[config.mk]
export PLATFORM = sky130hd
export DESIGN_NAME = spi_router
export DESIGN_NICKNAME = d
export VERILOG_FILES = /design/src/rtl/spi_rt_pkg.sv /design/src/rtl/line_decode.sv /design/src/rtl/word_pick.sv /design/src/rtl/spi_router.sv
export SDC_FILE = /design/constraint.sdc
export NUM_CORES = 2
export LEC_CHECK = 0
export BUFFER_PORTS_ARGS = -buffer_cell sky130_fd_sc_hd__buf_2
export CAP_MARGIN = 40
export CORE_MARGIN = 5
export CORE_UTILIZATION = 66
export DETAILED_ROUTE_END_ITERATION = 6
export PLACE_DENSITY = 0.83
export RECOVER_POWER = 25
export SLEW_MARGIN = 20
export SYNTH_ARGS = -nofsm -noshare
export SYNTH_HDL_FRONTEND = slang
export SYNTH_HIERARCHICAL = 1
export SYNTH_SLANG_ARGS = --single-unit
[constraint.sdc]
create_clock -name clk -period 117.8 [get_ports clk]
set_clock_uncertainty 0.05 [all_clocks]
set_input_delay 17.67 -clock clk [delete_from_list [all_inputs] [get_ports clk]]
set_output_delay 17.67 -clock clk [all_outputs]
set_load 0.02 [all_outputs]
[src/rtl/spi_rt_pkg.sv]
package spi_rt_pkg;
  localparam int PW     = 8;
  localparam int PRIV_N = 32;

  typedef struct packed {
    logic en_g0;
    logic en_g1ns;
    logic en_g1s;
    logic single_sec;
  } grp_ctl_t;

  function automatic logic elig_f(logic pend, logic lvl, logic edg, logic en,
                                  logic grp, logic md, grp_ctl_t c);
    logic m, act, gm;
    m   = md & ~c.single_sec;
    act = pend | (~edg & lvl);
    gm  = (c.en_g1ns & grp) | (c.en_g1s & ~grp & m) | (c.en_g0 & ~grp & ~m);
    return act & en & gm;
  endfunction

  function automatic logic better_f(logic cv, logic [PW-1:0] cp,
                                    logic rv, logic [PW-1:0] rp);
    return cv && (!rv || cp < rp);
  endfunction
endpackage

[src/rtl/line_decode.sv]
module line_decode #(
  parameter int NUM_IRQ = 96,
  parameter int NUM_CPU = 2,
  parameter int LIW     = 7,
  parameter int IW      = 7,
  parameter int CW      = 2
) (
  input  logic           vld_i,
  input  logic [LIW-1:0] idx_i,
  output logic           shr_o,
  output logic [IW-1:0]  shr_num_o,
  output logic           prv_o,
  output logic [CW-1:0]  prv_cpu_o,
  output logic [4:0]     prv_num_o
);
  localparam int NS = NUM_IRQ - 32;

  always_comb begin : dec
    int off;
    off       = int'(idx_i) - NS;
    shr_o     = 1'b0;
    prv_o     = 1'b0;
    shr_num_o = '0;
    prv_cpu_o = '0;
    prv_num_o = '0;
    if (vld_i) begin
      if (int'(idx_i) < NS) begin
        shr_o     = 1'b1;
        shr_num_o = IW'(int'(idx_i) + 32);
      end else if (off < 32 * NUM_CPU) begin
        prv_o     = 1'b1;
        prv_cpu_o = CW'(off / 32);
        prv_num_o = 5'(off % 32);
      end
    end
  end
endmodule

[src/rtl/word_pick.sv]
module word_pick
  import spi_rt_pkg::*;
#(
  parameter int NUM_CPU = 2,
  parameter int CW      = 2,
  parameter int IW      = 7
) (
  input  logic [31:0]           elig_i,
  input  logic [32*PW-1:0]      prio_i,
  input  logic [32*CW-1:0]      tgt_i,
  input  logic [31:0]           tv_i,
  input  logic [IW-1:0]         base_i,
  output logic [NUM_CPU-1:0]    pick_vld_o,
  output logic [NUM_CPU*IW-1:0] pick_num_o,
  output logic [NUM_CPU*PW-1:0] pick_prio_o
);
  for (genvar c = 0; c < NUM_CPU; c++) begin : g_cpu
    logic          v;
    logic [4:0]    n;
    logic [PW-1:0] p;
    always_comb begin
      v = 1'b0;
      n = '0;
      p = '1;
      for (int i = 0; i < 32; i++) begin
        if (elig_i[i] && tv_i[i] && tgt_i[i*CW +: CW] == CW'(c) &&
            (!v || prio_i[i*PW +: PW] < p)) begin
          v = 1'b1;
          p = prio_i[i*PW +: PW];
          n = 5'(i);
        end
      end
    end
    assign pick_vld_o[c]            = v;
    assign pick_num_o[c*IW +: IW]   = base_i + IW'(n);
    assign pick_prio_o[c*PW +: PW]  = p;
  end
endmodule

[src/rtl/spi_router.sv]
module spi_router
  import spi_rt_pkg::*;
#(
  parameter int  NUM_IRQ = 96,
  parameter int  NUM_CPU = 2,
  parameter int  MAX_IRQ = 1024,
  localparam int NS  = NUM_IRQ - 32,
  localparam int NW  = NS / 32,
  localparam int WW  = (NW > 1) ? $clog2(NW) : 1,
  localparam int SW  = $clog2(NS),
  localparam int IW  = $clog2(NUM_IRQ),
  localparam int CW  = $clog2(NUM_CPU) + 1,
  localparam int LIW = $clog2(NS + 32 * NUM_CPU)
) (
  input  logic                  clk,
  input  logic                  rst,
  input  logic                  rst_nonsec_i,
  input  logic                  en_grp0_i,
  input  logic                  en_grp1ns_i,
  input  logic                  en_grp1s_i,
  input  logic                  single_sec_i,
  input  logic                  line_vld_i,
  input  logic [LIW-1:0]        line_idx_i,
  input  logic                  line_lvl_i,
  input  logic                  cfg_we_i,
  input  logic [1:0]            cfg_sel_i,
  input  logic [IW-1:0]         cfg_num_i,
  input  logic                  cfg_en_i,
  input  logic                  cfg_edge_i,
  input  logic [7:0]            cfg_prio_i,
  input  logic [CW-1:0]         cfg_tgt_i,
  input  logic                  cfg_tgt_vld_i,
  input  logic                  cfg_grp_i,
  input  logic                  cfg_mod_i,
  input  logic                  cfg_pend_i,
  input  logic [NUM_CPU-1:0]    loc_vld_i,
  input  logic [5*NUM_CPU-1:0]  loc_num_i,
  input  logic [8*NUM_CPU-1:0]  loc_prio_i,
  input  logic                  scan_req_i,
  output logic                  busy_o,
  output logic                  done_o,
  output logic [NUM_CPU-1:0]    best_vld_o,
  output logic [IW*NUM_CPU-1:0] best_num_o,
  output logic [8*NUM_CPU-1:0]  best_prio_o,
  output logic                  ppi_vld_o,
  output logic [CW-1:0]         ppi_cpu_o,
  output logic [4:0]            ppi_num_o,
  output logic                  ppi_lvl_o
);
  // shared interrupt state, slot s holds interrupt number s+32
  logic [NS-1:0] pend_q, lvl_q, edg_q, en_q, grp_q, mod_q, tv_q;
  logic [PW-1:0] prio_q [NS];
  logic [CW-1:0] tgt_q  [NS];

  grp_ctl_t ctl;
  assign ctl = '{en_g0: en_grp0_i, en_g1ns: en_grp1ns_i,
                 en_g1s: en_grp1s_i, single_sec: single_sec_i};

  // input line decode
  logic          dec_shr, dec_prv;
  logic [IW-1:0] dec_num;
  logic [CW-1:0] dec_cpu;
  logic [4:0]    dec_pnum;

  line_decode #(.NUM_IRQ(NUM_IRQ), .NUM_CPU(NUM_CPU), .LIW(LIW), .IW(IW), .CW(CW))
    u_dec (.vld_i(line_vld_i), .idx_i(line_idx_i), .shr_o(dec_shr), .shr_num_o(dec_num),
           .prv_o(dec_prv), .prv_cpu_o(dec_cpu), .prv_num_o(dec_pnum));

  logic          cfg_hit, rise;
  logic [SW-1:0] cslot, lslot;
  assign cfg_hit = cfg_we_i && (cfg_num_i >= IW'(32)) && (int'(cfg_num_i) < NUM_IRQ);
  assign cslot   = SW'(int'(cfg_num_i) - 32);
  assign lslot   = SW'(int'(dec_num) - 32);
  assign rise    = dec_shr && line_lvl_i && !lvl_q[lslot] && edg_q[lslot];

  always_ff @(posedge clk) begin
    if (rst) begin
      pend_q <= '0; lvl_q <= '0; edg_q <= '0; en_q <= '0;
      mod_q  <= '0; tv_q  <= '0;
      grp_q  <= {NS{rst_nonsec_i}};
      for (int s = 0; s < NS; s++) begin
        prio_q[s] <= '0;
        tgt_q[s]  <= '0;
      end
    end else begin
      if (cfg_hit) begin
        case (cfg_sel_i)
          2'd0: begin
            en_q[cslot]   <= cfg_en_i;
            edg_q[cslot]  <= cfg_edge_i;
            prio_q[cslot] <= cfg_prio_i;
            tgt_q[cslot]  <= cfg_tgt_i;
            tv_q[cslot]   <= cfg_tgt_vld_i;
          end
          2'd1: begin
            grp_q[cslot] <= cfg_grp_i;
            mod_q[cslot] <= cfg_mod_i;
          end
          2'd2: pend_q[cslot] <= cfg_pend_i;
          default: ;
        endcase
      end
      if (dec_shr) lvl_q[lslot] <= line_lvl_i;
      if (rise)    pend_q[lslot] <= 1'b1;
    end
  end

  // private line forwarding
  always_ff @(posedge clk) begin
    if (rst) begin
      ppi_vld_o <= 1'b0; ppi_cpu_o <= '0; ppi_num_o <= '0; ppi_lvl_o <= 1'b0;
    end else begin
      ppi_vld_o <= dec_prv;
      ppi_cpu_o <= dec_cpu;
      ppi_num_o <= dec_pnum;
      ppi_lvl_o <= line_lvl_i;
    end
  end

  // word scan sequencer
  logic          busy_q, done_q, last;
  logic [WW-1:0] wq;
  assign last = busy_q && (wq == WW'(NW - 1));

  always_ff @(posedge clk) begin
    if (rst) begin
      busy_q <= 1'b0; done_q <= 1'b0; wq <= '0;
    end else begin
      done_q <= 1'b0;
      if (busy_q) begin
        if (last) begin
          busy_q <= 1'b0;
          done_q <= 1'b1;
        end else begin
          wq <= wq + 1'b1;
        end
      end else if (scan_req_i) begin
        busy_q <= 1'b1;
        wq     <= '0;
      end
    end
  end
  assign busy_o = busy_q;
  assign done_o = done_q;

  // current word slice
  logic [31:0]           w_elig, w_tv;
  logic [32*PW-1:0]      w_prio;
  logic [32*CW-1:0]      w_tgt;
  logic [IW-1:0]         w_base;
  logic [NUM_CPU-1:0]    pk_vld;
  logic [NUM_CPU*IW-1:0] pk_num;
  logic [NUM_CPU*PW-1:0] pk_prio;

  always_comb begin
    for (int i = 0; i < 32; i++) begin
      w_elig[i]             = elig_f(pend_q[int'(wq)*32+i], lvl_q[int'(wq)*32+i],
                                     edg_q[int'(wq)*32+i], en_q[int'(wq)*32+i],
                                     grp_q[int'(wq)*32+i], mod_q[int'(wq)*32+i], ctl);
      w_tv[i]               = tv_q[int'(wq)*32+i];
      w_prio[i*PW +: PW]    = prio_q[int'(wq)*32+i];
      w_tgt[i*CW +: CW]     = tgt_q[int'(wq)*32+i];
    end
  end
  assign w_base = IW'((int'(wq) + 1) * 32);

  word_pick #(.NUM_CPU(NUM_CPU), .CW(CW), .IW(IW))
    u_pick (.elig_i(w_elig), .prio_i(w_prio), .tgt_i(w_tgt), .tv_i(w_tv), .base_i(w_base),
            .pick_vld_o(pk_vld), .pick_num_o(pk_num), .pick_prio_o(pk_prio));

  // per-processor best records
  for (genvar c = 0; c < NUM_CPU; c++) begin : g_rec
    logic          rec_vld_q, nv, lwin;
    logic [IW-1:0] rec_num_q, nn;
    logic [PW-1:0] rec_prio_q, np, lprio;
    logic          take;

    assign take  = better_f(pk_vld[c], pk_prio[c*PW +: PW], rec_vld_q, rec_prio_q);
    assign nv    = take | rec_vld_q;
    assign nn    = take ? pk_num[c*IW +: IW]  : rec_num_q;
    assign np    = take ? pk_prio[c*PW +: PW] : rec_prio_q;
    assign lprio = loc_prio_i[c*8 +: 8];
    assign lwin  = loc_vld_i[c] && (!nv || lprio <= np);

    always_ff @(posedge clk) begin
      if (rst) begin
        rec_vld_q <= 1'b0; rec_num_q <= '0; rec_prio_q <= '1;
        best_vld_o[c] <= 1'b0;
        best_num_o[c*IW +: IW] <= '0;
        best_prio_o[c*8 +: 8]  <= '0;
      end else if (!busy_q && scan_req_i) begin
        rec_vld_q  <= 1'b0;
        rec_num_q  <= '0;
        rec_prio_q <= '1;
      end else if (busy_q) begin
        rec_vld_q  <= nv;
        rec_num_q  <= nn;
        rec_prio_q <= np;
        if (last) begin
          best_vld_o[c]          <= nv | lwin;
          best_num_o[c*IW +: IW] <= lwin ? IW'(loc_num_i[c*5 +: 5]) : nn;
          best_prio_o[c*8 +: 8]  <= lwin ? lprio : np;
        end
      end
    end

    // within one scan a record's priority never gets worse
    a_r3_record_monotone: assert property (@(posedge clk) disable iff (rst)
      (busy_q && !last && rec_vld_q) |=> (rec_vld_q && rec_prio_q <= $past(rec_prio_q)));

    // a picked candidate is routed to this processor and implemented
    logic [SW-1:0] pslot;
    assign pslot = SW'(int'(wq) * 32 + int'(pk_num[c*IW +: IW] - w_base));
    a_r4_pick_routed: assert property (@(posedge clk) disable iff (rst)
      pk_vld[c] |-> (tv_q[pslot] && tgt_q[pslot] == CW'(c)));
  end

  // done is a single-cycle pulse at the end of busy
  a_r5_done_single: assert property (@(posedge clk) disable iff (rst)
    done_q |=> !done_q);
  a_r5_done_ends_busy: assert property (@(posedge clk) disable iff (rst)
    done_q |-> ($past(busy_q) && !busy_q));
  // published results only move with done
  a_r5_results_at_done: assert property (@(posedge clk) disable iff (rst)
    !$stable(best_prio_o) |-> done_q);
  // forwarded private events name an implemented processor
  a_r8_ppi_cpu_range: assert property (@(posedge clk) disable iff (rst)
    ppi_vld_o |-> (ppi_cpu_o < CW'(NUM_CPU)));
endmodule

== After elaboration in Yosys (flattened, before gate mapping) ==
Memory sizes are Yosys's and may differ from the RTL's. A register that Yosys moved wholly into a read port is not among the register bits.
Index checks and enable logic that the tools add are counted.

* Bits of input ports: 71
* Memory bits (writable): 640
* Flip-flop bits (word level): 524
* Output and inout port bits: 43
* Memories kept: 2
* Logic and storage cells: 1966

* Magnitude comparators: 106
* Muxes and demuxes: 913
* Reductions and logical operators: 353
* Bitwise logic cells: 491
* Equality and inequality tests: 35
* Add/subtract/negate cells: 40

{| class="wikitable"
|+ Memories
! name !! depth !! bits a word !! rd ports !! clocked after memory_dff !! write ports !! RTL line !! source
|-
| prio_q || 64 || 8 || 32 || 1 || 64 || spi_router.sv:52 || <nowiki>logic [PW-1:0] prio_q [NS];</nowiki>
|-
| tgt_q || 64 || 2 || 32 || 1 || 64 || spi_router.sv:53 || <nowiki>logic [CW-1:0] tgt_q [NS];</nowiki>
|}

{| class="wikitable"
|+ Operator list
! cell !! count
|-
| 1-bit binary-select mux with 6-bit select || 219
|-
| 32-bit by 8-bit < comparator with 1-bit output, second input constant || 31
|-
| 8-bit two-way mux || 69
|-
| 1-bit two-way mux || 536
|-
| 8-bit < comparator || 64
|-
| 64-bit bitwise mux || 7
|-
| 64-bit two-way mux || 7
|-
| 1-bit bitwise AND || 289
|-
| 1-bit logical AND || 171
|-
| 5-bit two-way mux || 32
|-
| 6-bit by 5-bit adder with 7-bit output, second input constant || 16
|-
| 1-bit inverter || 101
|-
| 1-bit bitwise OR || 100
|-
| 1-bit logical NOT || 68
|-
| 2-bit by 1-bit == test with 1-bit output, second input constant || 33
|-
| 2-bit logical NOT || 33
|-
| 1-bit logical OR || 66
|-
| 4-bit two-way mux || 16
|-
| 64-bit bitwise OR || 1
|-
| 6-bit by 4-bit adder with 7-bit output, second input constant || 8
|-
| 6-bit two-way mux || 8
|-
| 6-bit by 3-bit adder with 7-bit output, second input constant || 4
|-
| 7-bit two-way mux || 4
|-
| 3-bit two-way mux || 8
|-
| other kinds (27) || 47
|}

== Logic depth before layout (Yosys ltp) ==
* Depth in word-level cells: 143
* Depth in mapped cells: 388
* Gate-level depth less buffers: 351

== Modules after synthesis ==
The synthesis kept the hierarchy.

{| class="wikitable"
|+ By module, submodules not included
! module !! instances !! cells each !! seq. area each (µm²) !! area an instance (µm²)
|-
| spi_router || 1 || 4756 || 30369.1 || 53473.8
|-
| word_pick || 1 || 3517 || 0.0 || 23889.2
|-
| line_decode || 1 || 19 || 0.0 || 146.4
|}

== Worst setup path after synthesis ==
OpenSTA, ideal clock, no wires.

* Kind: input port to flip-flop
* Start: input single_sec_i
* End: register best_num_o[12]
* Stages: 364
* Arrival time: 78.172 ns
* Setup time: 0.131 ns
* Data required time: 117.619 ns
* Path buffers: 37
* Path slack: 39.447 ns
* Cells stage by stage: clkbuf_1 -> nor2_1 -> mux2i_1 -> a21oi_1 -> nand4b_1 -> nor2_1 -> ha_1 -> nand2_1 -> o211ai_1 -> a21o_1 -> and2_1 -> clkbuf_1 -> nor2_1 -> a21oi_1 -> inv_1 -> ha_1 -> a21o_1 -> a31oi_1 -> [328 not listed] -> a211oi_4 -> mux2i_1 -> ha_1 -> a21o_1 -> a211oi_1 -> o31a_1 -> o21ai_1 -> buf_4 -> mux2i_1 -> ha_1 -> a21o_1 -> a21o_1 -> a21oi_1 -> or2_2 -> o311a_1 -> nand2b_1 -> clkbuf_1 -> o21ai_0

* Word-level cells in the longest chain between the ends: 141
* Elaborated cells between the ends (all ways): 520
* Classes of those cells: add/sub: 1; order compare: 33; mux: 98; bitwise: 226; reduce/logical: 162

{| class="wikitable"
|+ RTL lines
! item !! RTL line !! source
|-
| start: declaration || spi_router.sv:21 || <nowiki>input logic single_sec_i,</nowiki>
|-
| 1-bit inverter (*) || spi_rt_pkg.sv:15 || <nowiki>m = md & ~c.single_sec;</nowiki>
|-
| 1-bit bitwise AND (*) || spi_rt_pkg.sv:15 ||
|-
| 1-bit bitwise AND / 1-bit inverter (equally long branches) || spi_rt_pkg.sv:17 || <nowiki>gm = (c.en_g1ns & grp) | (c.en_g1s & ~grp & m) | (c.en_g0 & ~grp & ~m);</nowiki>
|-
| 1-bit bitwise OR / 1-bit bitwise AND (equally long branches) || spi_rt_pkg.sv:17 ||
|-
| 1-bit bitwise OR (*) || spi_rt_pkg.sv:17 ||
|-
| 1-bit bitwise AND (*) || spi_rt_pkg.sv:18 || <nowiki>return act & en & gm;</nowiki>
|-
| net w_elig[0] || spi_router.sv:147 || <nowiki>logic [31:0] w_elig, w_tv;</nowiki>
|-
| 1-bit logical AND (*) (2 in a row) || word_pick.sv:26 || <nowiki>if (elig_i[i] && tv_i[i] && tgt_i[i*CW +: CW] == CW'(c) &&</nowiki>
|-
| [125 not listed] || - ||
|-
| net pk_prio[9] || spi_router.sv:153 || <nowiki>logic [NUM_CPU*PW-1:0] pk_prio;</nowiki>
|-
| 8-bit < comparator || spi_rt_pkg.sv:23 || <nowiki>return cv && (!rv || cp < rp);</nowiki>
|-
| 1-bit logical OR || spi_rt_pkg.sv:23 ||
|-
| 1-bit logical AND || spi_rt_pkg.sv:23 ||
|-
| 8-bit two-way mux / 1-bit bitwise OR (equally long branches) || spi_router.sv:181, spi_router.sv:179 ||
|-
| 8-bit <= comparator / 1-bit logical NOT (equally long branches) || spi_router.sv:183 || <nowiki>assign lwin = loc_vld_i[c] && (!nv || lprio <= np);</nowiki>
|-
| 1-bit logical OR || spi_router.sv:183 ||
|-
| 1-bit logical AND || spi_router.sv:183 ||
|-
| 7-bit two-way mux (*) || spi_router.sv:201 || <nowiki>best_num_o[c*IW +: IW] <= lwin ? IW'(loc_num_i[c*5 +: 5]) : nn;</nowiki>
|-
| end signal: indexed assignment || spi_router.sv:201 ||
|-
| end: declaration || spi_router.sv:43 || <nowiki>output logic [IW*NUM_CPU-1:0] best_num_o,</nowiki>
|}

The timed path passes the listed nets; every way through them passes the cells marked *.
A chain may end at the register's enable or synchronous reset.

== Worst setup path in the final report ==
* Start: input single_sec_i
* End: register best_num_o[9]

The elaborated chain is that of the path after synthesis.

==> flow_summary.yaml <==
run_status:
  status: "finished with violations"
  violations: "DRC, capacitance limit, slew limit"
clock_tree:
  cts_sinks: 1165
  cts_hold_buf: 0
  clk_latency_ps: 720
  cts_root_buffer: "clkbuf_16"
  cts_made_buffers: 112
  cts.repair.resized: 0
  clk_pin_slew_worst_paths_ps: 60
  cts_buffer_depth: 3
  post_cts_buffers: 0
  cts_tree: "yes"
  htreeDepth: 3
route:
  avgViaCountPerCell: 6.79
  dr.pass1.iters: 7
  ant_nets: 0
  wl_um: 236000
  wl_per_cell_um: 24.2
  vias: 66109
  drc_errors: 14
  first_iter_violations: 8536
setup_path:
  crit_top_cell: "a21oi_1"
  worstSetupPathType: "in2reg"
  r2r_cells: 332
  cp.arrival_ps: 90330
  endpoint: "best_num_o[9]$_SDFFE_PP0P_"
  ff2ff_setup_slack_ps: 43860
  endpoint_kind: "flip-flop"
  regToRegEndpoint: "best_num_o[9]$_SDFFE_PP0P_"
  crit_required_ps: 118290
  critPathLaunchType: "input port"
  crit_path_max_incr_delay_ps: 710
  reg2reg_from: "wq$_SDFFE_PP0P_"
  cp_slowest_cell: "o31ai_4"
  cp-startpoint: "single_sec_i"
  path_max_fanout: 24
die:
  die_w_um: 353
  die_y_um: 353
  ios: 114
  num_rows: 125
  fp.dieArea_um2: 124000
  start_util: 0.666
  fp.coreArea_um2: 116000
pwr:
  power_mw: 0.919
  p_per_area_nw_per_um2: 11.2
  ir_drop_mv: 0.0175
  p_leak_nw: 33.6
layout:
  nNetsFinal: 8540
  final_design_area_no_fill_um2: 82300
  area_delta_synth_final_pct: 6.15
  drive_above_1_share: 0.140
timing:
  timing.hold.ws_ps: 407
  final-setup-viol-count: 0
  rsz0062_at_grt: "no"
  relSlewSlack: -3.86
  worst_slack_ps: 27960
  maxSlewViolCount: 473
  fin_crit_sh: 0.763
  tightest_slew_ps: 7280
  fin_crit_ps: 89840
  fin_setup_tns_ps: 0
  hold_viol: 0
  fmaxAchievable_mhz: 11.1
grt:
  antenna_found_initial: 8
  grt.total_usage: 0.362
  grt_pass1_wl_um: 363000
  grt_max_degree: 171
  grt_pass1_vias: 63329
  gr-total-overflow: 0
synthesis:
  avgSynthCellArea_um2: 9.35
  ys_warn_count: 6
  synth_cells: 8291
  netlist_area_um2: 77500
placement:
  port_buffers: 113
  gp_congestion: 0.993
  place_ws_ps: 28870
  placed_cell_area_um2: 78300
  dpl.hpwl_um: 166000
hold_path:
  min_path_type: "reg2reg"
run:
  cap_violations: 5
[sequential cells by signal (all words and copies together), names as in the netlist, 5 cells and up, named ones only]
| name | count |
|---|---|
| g_rec.rec_num_q | 14 |
| grp_q | 64 |
| best_prio_o | 16 |
| lvl_q | 64 |
| tgt_q | 128 |
| g_rec.rec_prio_q | 16 |
| pend_q | 64 |
| mod_q | 64 |
| best_num_o | 14 |
| edg_q | 64 |
| ppi_num_o | 5 |
| prio_q | 512 |
| tv_q | 64 |
| en_q | 64 |
[per-layer routing]
layer	global-route usage	wire [µm]	vias up
met5	0	0	-
met3	0.0782	26000	755
met2	0.581	107000	4065
met1	0.477	91800	31493
met4	0.153	10900	0
li1	-	-	29796
[placed cells by master, fill, tap and decap left out, drive strengths merged, types with 25 or more instances in the layout]
cell	n
or3	25
edfxtp	704
nand4	85
and3	46
a21o	125
nand3	198
clkbuf	211
nand2	555
mux2	428
clkinv	30
a211oi	66
nor2b	122
a31oi	101
nor2	600
buf	189
o211ai	89
a2111oi	25
nand4b	41
o21a	38
nor3b	25
a21oi	539
and2	681
o21ai	611
nand3b	51
nor3	115
or2	84
a41o	37
mux2i	335
a31o	45
inv	441
a22o	195
ha	362
dfxtp	461
nand2b	74
[area by class of cell]
class                   count  area, µm²
well taps                1524       1910
clock buffers             160       3160
inverters                 434       1630
diodes                      8       20.0
fillers                  8613      34100
repair buffers            240       1640
clock inverters            53        607
flip-flops and latches   1165      30400
multi-input cells        6152      42900
[how the worst min path moves through the flow]
stage | from | endpoint | cells past startpoint
after floorplan | mod_q[11]$_SDFFE_PP0P_ | mod_q[11]$_SDFFE_PP0P_ | 2
after global placement | best_num_o[13]$_SDFFE_PP0P_ | best_num_o[13]$_SDFFE_PP0P_ | 2
after detailed placement | mod_q[22]$_SDFFE_PP0P_ | mod_q[22]$_SDFFE_PP0P_ | 2
after CTS | mod_q[22]$_SDFFE_PP0P_ | mod_q[22]$_SDFFE_PP0P_ | 2
after global routing | mod_q[27]$_SDFFE_PP0P_ | mod_q[27]$_SDFFE_PP0P_ | 2
final | mod_q[27]$_SDFFE_PP0P_ | mod_q[27]$_SDFFE_PP0P_ | 2
[critical path, delay by kind of cell]
kind / cells / cell delay, ps
fa+ha+maj: 33 / 9350
buf+inv: 28 / 3920
mux: 11 / 3820
simple gates: 92 / 16350
compound gates: 168 / 38960
[report_power, final]
part | total (mW) | switching [mW] | internal [mW]
registers | 0.449 | 0.00424 | 0.445
logic | 0.0984 | 0.0685 | 0.0299
clock network | 0.372 | 0.162 | 0.210
[per-stage QoR]
stage | util | std cells
floorplan | - | 8302
global placement | 0.670 | 9463
detailed placement | 0.672 | 9487
CTS | 0.705 | 9700
global route | 0.707 | 9732
finish | 0.707 | 9736
No activity file was read; power rests on OpenSTA's default activity.
